### config.mk
export PLATFORM = sky130hd
export DESIGN_NAME = dma_one_chan
export DESIGN_NICKNAME = d
export VERILOG_FILES = /design/src/rtl/dma_pkg.sv /design/src/rtl/dma_addr_unit.sv /design/src/rtl/dma_regs.sv /design/src/rtl/dma_engine.sv /design/src/rtl/dma_one_chan.sv
export SDC_FILE = /design/constraint.sdc
export NUM_CORES = 1
export LEC_CHECK = 0
export ABC_AREA = 1
export BUFFER_PORTS_ARGS = -buffer_cell sky130_fd_sc_hd__clkbuf_2
export CAP_MARGIN = 20
export CORE_UTILIZATION = 56
export DETAILED_ROUTE_END_ITERATION = 8
export GPL_TIMING_DRIVEN = 0
export PLACE_DENSITY_LB_ADDON = 0.08
export RECOVER_POWER = 50
export SETUP_SLACK_MARGIN = 0.02
export SYNTH_ARGS = -nofsm -noshare
export SYNTH_HDL_FRONTEND = slang
export SYNTH_HIERARCHICAL = 1
export SYNTH_SLANG_ARGS = --single-unit
### constraint.sdc
create_clock -name clk -period 2.4 [get_ports clk]
set_input_delay 0.48 -clock clk [delete_from_list [all_inputs] [get_ports clk]]
set_output_delay 0.48 -clock clk [all_outputs]
set_load 0.02 [all_outputs]
### src/rtl/dma_pkg.sv
package dma_pkg;
  typedef enum logic [1:0] {
    AM_FIXED = 2'b00,
    AM_INC   = 2'b01,
    AM_DEC   = 2'b10,
    AM_RSVD  = 2'b11
  } amode_e;

  typedef enum logic [1:0] {
    ST_IDLE,
    ST_ACK,
    ST_RD,
    ST_WR
  } st_e;

  localparam int OFS_SRC  = 0;
  localparam int OFS_DST  = 1;
  localparam int OFS_LEN  = 2;
  localparam int OFS_MODE = 3;
  localparam int OFS_CTRL = 4;
  localparam int OFS_STAT = 5;
endpackage

### src/rtl/dma_addr_unit.sv
module dma_addr_unit
  import dma_pkg::*;
#(
  parameter int AW = 32
) (
  input  logic          clk,
  input  logic          rst_n,
  input  logic          load,
  input  logic [AW-1:0] start,
  input  logic          adv,
  input  amode_e        mode,
  output logic [AW-1:0] cur
);
  function automatic logic [AW-1:0] next_addr(input logic [AW-1:0] a, input amode_e m);
    case (m)
      AM_INC:  return a + AW'(1);
      AM_DEC:  return a - AW'(1);
      default: return a;
    endcase
  endfunction

  always_ff @(posedge clk or negedge rst_n) begin
    if (!rst_n)    cur <= '0;
    else if (load) cur <= start;
    else if (adv)  cur <= next_addr(cur, mode);
  end

  assert_step_inc_R6: assert property (@(posedge clk) disable iff (!rst_n)
    adv && !load && mode == AM_INC |=> cur == $past(cur) + AW'(1));
  assert_step_dec_R6: assert property (@(posedge clk) disable iff (!rst_n)
    adv && !load && mode == AM_DEC |=> cur == $past(cur) - AW'(1));
  assert_step_fix_R6: assert property (@(posedge clk) disable iff (!rst_n)
    adv && !load && (mode == AM_FIXED || mode == AM_RSVD) |=> $stable(cur));
endmodule

### src/rtl/dma_regs.sv
module dma_regs
  import dma_pkg::*;
#(
  parameter int DW     = 32,
  parameter int CFG_AW = 3
) (
  input  logic              clk,
  input  logic              rst_n,
  input  logic [CFG_AW-1:0] cfg_addr,
  input  logic              cfg_we,
  input  logic [DW-1:0]     cfg_wdata,
  output logic [DW-1:0]     cfg_rdata,
  input  logic              busy,
  input  logic              done_set,
  output logic [DW-1:0]     src_start,
  output logic [DW-1:0]     dst_start,
  output logic [DW-1:0]     len,
  output amode_e            src_mode,
  output amode_e            dst_mode,
  output logic              enable,
  output logic              term_periph,
  output logic              done
);
  logic wr_ok;
  assign wr_ok = cfg_we && !busy;

  always_ff @(posedge clk or negedge rst_n) begin
    if (!rst_n) begin
      src_start   <= '0;
      dst_start   <= '0;
      len         <= '0;
      src_mode    <= AM_FIXED;
      dst_mode    <= AM_FIXED;
      enable      <= 1'b0;
      term_periph <= 1'b0;
    end else if (wr_ok) begin
      case (cfg_addr)
        CFG_AW'(OFS_SRC): src_start <= cfg_wdata;
        CFG_AW'(OFS_DST): dst_start <= cfg_wdata;
        CFG_AW'(OFS_LEN): len       <= cfg_wdata;
        CFG_AW'(OFS_MODE): begin
          src_mode <= amode_e'(cfg_wdata[1:0]);
          dst_mode <= amode_e'(cfg_wdata[3:2]);
        end
        CFG_AW'(OFS_CTRL): begin
          enable      <= cfg_wdata[0];
          term_periph <= cfg_wdata[1];
        end
        default: ;
      endcase
    end
  end

  always_ff @(posedge clk or negedge rst_n) begin
    if (!rst_n)        done <= 1'b0;
    else if (done_set) done <= 1'b1;
    else if (wr_ok && cfg_addr == CFG_AW'(OFS_STAT) && cfg_wdata[0]) done <= 1'b0;
  end

  always_comb begin
    cfg_rdata = '0;
    case (cfg_addr)
      CFG_AW'(OFS_SRC):  cfg_rdata = src_start;
      CFG_AW'(OFS_DST):  cfg_rdata = dst_start;
      CFG_AW'(OFS_LEN):  cfg_rdata = len;
      CFG_AW'(OFS_MODE): cfg_rdata = {{(DW-4){1'b0}}, dst_mode, src_mode};
      CFG_AW'(OFS_CTRL): cfg_rdata = {{(DW-2){1'b0}}, term_periph, enable};
      CFG_AW'(OFS_STAT): cfg_rdata = {{(DW-2){1'b0}}, busy, done};
      default:           cfg_rdata = '0;
    endcase
  end

  assert_locked_R11: assert property (@(posedge clk) disable iff (!rst_n)
    busy && cfg_we |=> $stable(src_start) && $stable(dst_start) && $stable(len)
                       && $stable(src_mode) && $stable(dst_mode));
  assert_done_set_R9: assert property (@(posedge clk) disable iff (!rst_n)
    done_set |=> done);
endmodule

### src/rtl/dma_engine.sv
module dma_engine
  import dma_pkg::*;
#(
  parameter int DW = 32
) (
  input  logic          clk,
  input  logic          rst_n,
  input  logic          enable,
  input  logic          term_periph,
  input  logic [DW-1:0] len,
  input  logic          dreq,
  input  logic          dend,
  input  logic          m_ready,
  input  logic [DW-1:0] m_rdata,
  input  logic [DW-1:0] src_cur,
  input  logic [DW-1:0] dst_cur,
  output logic          dack,
  output logic          load_addr,
  output logic          adv,
  output logic          done_set,
  output logic          busy,
  output logic          m_valid,
  output logic          m_write,
  output logic [DW-1:0] m_addr,
  output logic [DW-1:0] m_wdata
);
  st_e           st;
  logic [DW-1:0] cnt;
  logic [DW-1:0] hold;
  logic          last_q;

  function automatic logic len_reached(input logic [DW-1:0] c, input logic [DW-1:0] l);
    return ({1'b0, c} + (DW+1)'(1)) == {1'b0, l};
  endfunction

  logic start_evt, rd_fire, wr_fire, zero_len, item_last, fin_evt;
  assign start_evt = (st == ST_IDLE) && enable && dreq;
  assign rd_fire   = (st == ST_RD) && m_ready;
  assign wr_fire   = (st == ST_WR) && m_ready;
  assign zero_len  = (st == ST_ACK) && !term_periph && (len == '0);
  assign item_last = term_periph ? last_q : len_reached(cnt, len);
  assign fin_evt   = (wr_fire && item_last) || zero_len;

  always_ff @(posedge clk or negedge rst_n) begin
    if (!rst_n) begin
      st     <= ST_IDLE;
      cnt    <= '0;
      hold   <= '0;
      last_q <= 1'b0;
    end else begin
      case (st)
        ST_IDLE: if (start_evt) begin
          st  <= ST_ACK;
          cnt <= '0;
        end
        ST_ACK: st <= zero_len ? ST_IDLE : ST_RD;
        ST_RD: if (rd_fire) begin
          hold   <= m_rdata;
          last_q <= dend;
          st     <= ST_WR;
        end
        ST_WR: if (wr_fire) begin
          cnt <= cnt + DW'(1);
          st  <= item_last ? ST_IDLE : ST_RD;
        end
        default: st <= ST_IDLE;
      endcase
    end
  end

  assign load_addr = start_evt;
  assign adv       = wr_fire;
  assign done_set  = fin_evt;
  assign busy      = (st != ST_IDLE);
  assign dack      = (st == ST_ACK);
  assign m_valid   = (st == ST_RD) || (st == ST_WR);
  assign m_write   = (st == ST_WR);
  assign m_addr    = (st == ST_WR) ? dst_cur : src_cur;
  assign m_wdata   = hold;

  assert_hold_R5: assert property (@(posedge clk) disable iff (!rst_n)
    m_valid && !m_ready |=> m_valid && $stable(m_addr) && $stable(m_write) && $stable(m_wdata));
  assert_ack_pulse_R4: assert property (@(posedge clk) disable iff (!rst_n)
    dack |=> !dack);
  assert_idle_quiet_R3: assert property (@(posedge clk) disable iff (!rst_n)
    !busy |-> !m_valid && !dack);
  assert_read_then_write_R5: assert property (@(posedge clk) disable iff (!rst_n)
    rd_fire |=> m_valid && m_write && m_wdata == $past(m_rdata));
  assert_cnt_bound_R7: assert property (@(posedge clk) disable iff (!rst_n)
    busy && !term_periph |-> cnt <= len);
  assert_len_end_R7: assert property (@(posedge clk) disable iff (!rst_n)
    wr_fire && !term_periph && len_reached(cnt, len) |=> !busy);
  assert_periph_cont_R8: assert property (@(posedge clk) disable iff (!rst_n)
    wr_fire && term_periph && !last_q |=> m_valid && !m_write);
  assert_zero_len_R12: assert property (@(posedge clk) disable iff (!rst_n)
    dack && !term_periph && len == '0 |=> !busy && !m_valid);
endmodule

### src/rtl/dma_one_chan.sv
module dma_one_chan
  import dma_pkg::*;
#(
  parameter int DW     = 32,
  parameter int CFG_AW = 3
) (
  input  logic              clk,
  input  logic              rst_n,
  input  logic [CFG_AW-1:0] cfg_addr,
  input  logic              cfg_we,
  input  logic [DW-1:0]     cfg_wdata,
  output logic [DW-1:0]     cfg_rdata,
  input  logic              dreq,
  input  logic              dend,
  output logic              dack,
  output logic              m_valid,
  output logic              m_write,
  output logic [DW-1:0]     m_addr,
  output logic [DW-1:0]     m_wdata,
  input  logic [DW-1:0]     m_rdata,
  input  logic              m_ready,
  output logic              irq
);
  localparam int NSIDE = 2;

  logic [DW-1:0] src_start, dst_start, len;
  amode_e        src_mode, dst_mode;
  logic          enable, term_periph, done;
  logic          busy, done_set, load_addr, adv;
  logic [DW-1:0] a_start [NSIDE];
  logic [DW-1:0] a_cur   [NSIDE];
  amode_e        a_mode  [NSIDE];

  dma_regs #(.DW(DW), .CFG_AW(CFG_AW)) u_regs (
    .clk, .rst_n, .cfg_addr, .cfg_we, .cfg_wdata, .cfg_rdata,
    .busy, .done_set, .src_start, .dst_start, .len,
    .src_mode, .dst_mode, .enable, .term_periph, .done
  );

  assign a_start[0] = src_start;
  assign a_start[1] = dst_start;
  assign a_mode[0]  = src_mode;
  assign a_mode[1]  = dst_mode;

  for (genvar g = 0; g < NSIDE; g++) begin : g_side
    dma_addr_unit #(.AW(DW)) u_au (
      .clk, .rst_n, .load(load_addr), .start(a_start[g]),
      .adv, .mode(a_mode[g]), .cur(a_cur[g])
    );
  end

  dma_engine #(.DW(DW)) u_eng (
    .clk, .rst_n, .enable, .term_periph, .len, .dreq, .dend,
    .m_ready, .m_rdata, .src_cur(a_cur[0]), .dst_cur(a_cur[1]),
    .dack, .load_addr, .adv, .done_set, .busy,
    .m_valid, .m_write, .m_addr, .m_wdata
  );

  assign irq = done;

  assert_irq_rst_R1: assert property (@(posedge clk) disable iff (!rst_n)
    $rose(irq) |-> $past(busy));
endmodule

# Word level (Yosys, flattened, before mapping)
# Cells that the tools add are included.
[word_totals]
word_cells = 89
output_inout_bits = 100
in_bits = 73
register_bits = 234
[classes]
n_mux = 20
add_sub_neg = 6
n_reduce_logical = 33
n_eq_ne = 16
[op_table]
columns = ["cell", "count"]
rows = [
  ["32-bit 2-to-1 mux", 7],
  ["32-bit case mux with 2 select lines", 3],
  ["32-bit case mux with 6 select lines", 1],
  ["32-bit by 1-bit adder with 32-bit output (second input constant)", 3],
  ["32-bit by 1-bit subtractor with 32-bit output (second input constant)", 2],
  ["32-bit by 1-bit adder with 33-bit output (second input constant)", 1],
  ["33-bit by 32-bit == test with 1-bit output", 1],
  ["32-bit logical NOT", 1],
  ["2-bit AND reduction", 8],
  ["1-bit logical AND", 10],
  ["2-bit 2-to-1 mux", 5],
  ["2-bit == test (second input constant)", 4],
  ["2-bit case mux with 4 select lines", 1],
  ["2-bit nonzero test", 4],
  ["2-bit by 1-bit == test with 1-bit output (second input constant)", 3],
  ["3-bit by 2-bit == test with 1-bit output (second input constant)", 2],
  ["3-bit == test (second input constant)", 2],
  ["3-bit AND reduction", 2],
  ["3-bit nonzero test", 2],
  ["2-bit by 1-bit != test with 1-bit output (second input constant)", 2],
  ["3-bit by 1-bit == test with 1-bit output (second input constant)", 1],
  ["3-bit logical NOT", 1],
  ["1-bit 2-to-1 mux", 3],
  ["1-bit logical NOT", 2],
  ["3 further kinds", 4],
]

# Longest topological paths before layout
[depth]
word_depth = 7
mapped_depth = 21

# By module
# Netlist, hierarchy kept.
[by_module_without_submodules]
columns = ["module", "cells_each", "seq_area_each_um2", "area_each_um2", "n_inst"]
rows = [
  ["dma_addr_unit", 601, 800.8, 3554.7, 2],
  ["dma_regs", 619, 2577.5, 4843.4, 1],
  ["dma_engine", 711, 1676.6, 4718.3, 1],
]

# Worst setup path before layout
# OpenSTA, ideal clock, no wires.
[synth_timing]
kind = "register to register"
from = "register u_eng.st[1]"
to = "register g_side[0].u_au.cur[9]"
path_slack_ps = 317
n_path_buf = 2
synth_period_minus_slack_ps = 2083
arrival_ps = 2014
stages_incl_launch_ff = 11
setup_ps = 69
required_time_ps = 2331
cell_sequence = "dfrtp_1 nand2_1 nor2_1 clkbuf_1 o21ai_1 nor2_1 inv_2 buf_2 a21oi_1 o21ai_0 nand3_1"
[synth_between]
elab_cells_between_ends = 9
[synth_rtl]
columns = ["item", "line_no", "source"]
rows = [
  ["start: declaration", "dma_engine.sv:27", "st_e st;"],
  ["start signal: assignment", "dma_engine.sv:56", "ST_ACK: st <= zero_len ? ST_IDLE : ST_RD;"],
  ["start signal: assignment", "dma_engine.sv:64", "st <= item_last ? ST_IDLE : ST_RD;"],
  ["2-bit == test", "dma_engine.sv:39", "assign wr_fire = (st == ST_WR) && m_ready;"],
  ["1-bit logical AND", "dma_engine.sv:39", ""],
  ["net adv", "dma_one_chan.sv:29", "logic busy, done_set, load_addr, adv;"],
  ["2-bit nonzero test (no line)", "-", ""],
  ["2-bit AND reduction (no line)", "-", ""],
  ["end signal: assignment", "dma_addr_unit.sv:24", "else if (load) cur <= start;"],
  ["end signal: assignment", "dma_addr_unit.sv:25", "else if (adv) cur <= next_addr(cur, mode);"],
  ["end: declaration", "dma_addr_unit.sv:12", "output logic [AW-1:0] cur"],
]
# The timed path passes the listed nets, and every way through them passes these cells.
# A chain may end at the register's enable or synchronous reset.

# Worst setup path after layout
[layout_timing]
from = "register u_eng.st[0]"
to = "register u_regs.len[23]"
[layout_between]
elab_chain_len = 4
[layout_rtl]
columns = ["item", "line_no", "source"]
rows = [
  ["2-bit nonzero test", "dma_engine.sv:74", "assign busy = (st != ST_IDLE);"],
  ["net busy", "dma_one_chan.sv:29", ""],
  ["1-bit logical NOT", "dma_regs.sv:25", "assign wr_ok = cfg_we && !busy;"],
  ["1-bit logical AND", "dma_regs.sv:25", ""],
  ["2-bit AND reduction (no line)", "-", ""],
  ["end signal: assignment", "dma_regs.sv:40", "CFG_AW'(OFS_LEN): len <= cfg_wdata;"],
  ["end: declaration", "dma_regs.sv:17", "output logic [DW-1:0] len,"],
]
# The timed path passes the listed nets, and every way through them passes these cells.

==> qor.csv <==
metric;value;unit
status;complete, but fails checks;
violations;negative setup slack;
fin_ws;-0.0966;ns
crit_type;reg -> reg;
clock_skew;0.0377;ns
gr-usage-all-layers;0.402;
cts_made_buffers;26;
critPathMaxStageDelay;0.46;ns
synth_area_leader_cell;dfrtp_1;
grt_overflow_total;0;
critical_path_arrival;2.97;ns
vdd_drop_max;0.607;mV
synth_cells;2532;
synth_most_common_cell;nand2_1;
drt-initial-drc-count;2441;
maxSlewViolCount;0;
rows;62;
setup_tns;-2.07;ns
grt_pass1_vias;17000;
ys_async_sr_fraction;1.00;
yosysUniqueCellTypes;46;
antenna_found_initial;1;
synth-edff-count;0;
cts_tree;done;
grt_first_pass_wirelength;94.3;mm
dpl.hpwl;48.2;mm
die_area;30500;sq um
finalPower;11.3;mW
fin_nets;2846;
cpMostUsedCell;nand2_1;
htree_levels;1;
max_clock_freq;0.401;GHz
maxCapViolCount;0;
worst_pin_slew;1.00;ns
cts_buffer_depth;3;
worst-path-max-fanout;10;
crit_required;2.87;ns
critPathCaptureType;register;
drive_above_1_share;0.205;
clk_root_buffer_cell;clkbuf_16;
n_antenna_cell;0;
synth_seq_cells;234;
core_area;29000;sq um
period_minus_slack;2.50;ns
synth_commonest_cells;973 x nand2_1, 251 x inv_1, 234 x dfrtp_1;
p_leak;10.4;nW
dieWidth;175;um
timing.critical_path.cells;clkbuf_1 -> nor2_4 -> inv_1 -> inv_2 -> nand2_1 -> clkbuf_2 -> nor2_2 -> buf_2 -> nand2_1 -> nand2_1;
synth_top_area_frac;0.351;
syn2layout_area_growth;18.7;%
synth_fp_nets;2608;
insertion_delay;0.56;ns
io_pins;173;
hp-class;in -> reg;
finalCoreUtilization;0.682;
routed_wirelength;62.8;mm
synth-seq-area-share;0.351;
clkTransAtPathRegs;0.06;ns
yosysWarnings;6;
yosys-top-cells-area;dfrtp_1 35%, nand2_1 22%, nand3_1 6.5%;
fin_crit_sh;1.04;
drc;0;
grt_max_degree;107;
final_antenna_net_count;0;
start_util;0.575;
synth_area_per_cell;6.58;sq um
setup_viol;65;
vias_per_cell;5.85;
worst_path_max_delay_cell;dfrtp_1;
hold_viol;0;
gp_congestion;1.01;
clock_sinks;234;
vias;18600;
cp-start-kind;register;
first_pass_iters;7;
portBuffers;171;
synth_area;16700;sq um
synth_ff_type;dfrtp_1;
relSlewSlack;0.333;
rsz0062_at_grt;true;
die_h;175;um
p_per_area;570;nW/um^2
routedWlPerCell;19.8;um
==> cell type report <==
| type | instances | area [sq um] |
|---|---|---|
| multi-input cells | 1922 | 9680 |
| fillers | 2596 | 9230 |
| flip-flops and latches | 234 | 5860 |
| repair buffers | 210 | 1170 |
| inverters | 289 | 1120 |
| clock buffers | 32 | 713 |
| plain buffers | 87 | 538 |
| well taps | 384 | 480 |
| clock inverters | 16 | 214 |
==> flip-flops by register name (all words and copies together) (netlist names) <==
| register | count |
|---|---|
| u_regs/term_periph | 1 |
| u_regs/enable | 1 |
| u_regs/dst_start | 32 |
| u_regs/dst_mode | 2 |
| u_eng/cnt | 32 |
| u_regs/len | 32 |
| u_regs/done | 1 |
| g_side.u_au/cur | 64 |
| u_regs/src_start | 32 |
| u_eng/m_wdata | 32 |
| u_eng/last_q | 1 |
| u_regs/src_mode | 2 |
| u_eng/st | 2 |
==> cell usage in the layout, fill, tap and decap left out, drive strengths merged, types with 23 or more instances in the layout <==
cell	instances
o21ai	171
dfrtp	234
a22oi	44
buf	86
nand2	1031
inv	286
nor2	221
clkbuf	242
o22ai	23
xor2	24
nand3	219
a21oi	41
mux2	33
a41oi	36
==> per-stage QoR <==
| stage | cell area (sq um) | instances | hold slack (ns) | setup slack (ns) |
|---|---|---|---|---|
| floorplan | 16700 | 2532 | 0.184 | 0.317 |
| global placement | 18000 | 3087 | 0.486 | -3.88 |
| detailed placement | 18100 | 3089 | 0.404 | -1.39 |
| CTS | 19200 | 3149 | 0.144 | 0.0226 |
| global route | 19800 | 3174 | 0.148 | -0.205 |
| finish | 19800 | 3174 | 0.148 | -0.0966 |
==> report_power, final <==
part           switching, mW  internal (mW)  total, mW  leakage (nW)
logic                   1.47          0.802       2.27          6.94
clock network           1.75           2.56       4.31         0.441
registers              0.382           4.31       4.69          3.07
total                   3.60           7.67       11.3          10.4
==> routing by layer <==
layer / vias to the layer above / track usage / wire length (um)
li1: 8637 / - / -
met5: - / 0 / 0
met2: 1066 / 0.640 / 28700
met4: 0 / 0.184 / 2960
met1: 8697 / 0.538 / 25000
met3: 160 / 0.0665 / 6050
==> worst max-delay path: cells and delay by family (launching register included) <==
kind          cells  cell delay [ns]
buf+inv           5             0.95
flops             1             0.46
simple gates      5             0.98
==> worst paths after layout <==
kind	cells after the start	start	slack, ns	to
worst min register to register	1	u_eng/m_wdata[7]	0.50	u_eng/m_wdata[7]
max in group asynchronous	4	rst_n	0.26	g_side[0].u_au/cur[30]
worst max register to register	10	u_eng/st[0]	-0.1	u_regs/len[23]
worst max-delay path	10	u_eng/st[0]	-0.1	u_regs/len[23]
min in group asynchronous	2	rst_n	0.38	u_eng/cnt[28]
worst min-delay path	2	m_rdata[1]	0.15	u_eng/m_wdata[1]
==> kinds of logic (layout without fill, tap and decap cells) <==
family	Yosys count	in the layout	synth area share
muxes	33	33	0.0223
and+or+nand+nor	1524	1524	0.393
buffers and inverters	376	634	0.0940
AOI/OAI and AO/OA	336	336	0.122
DFF	234	234	0.351
adders and majority gates	3	3	0.00225
xor gates and xnor gates	26	26	0.0145
==> timing repair <==
item,4_1_cts,5_1_grt
endpoints found under the setup margin,141,88
hold buffers,1,0
resized for setup,55,142
gates cloned,0,0
hold endpoints to repair,35,0
pin swaps,6,47
setup buffers,11,25
Note: power is estimated with default switching activity, not from simulation.
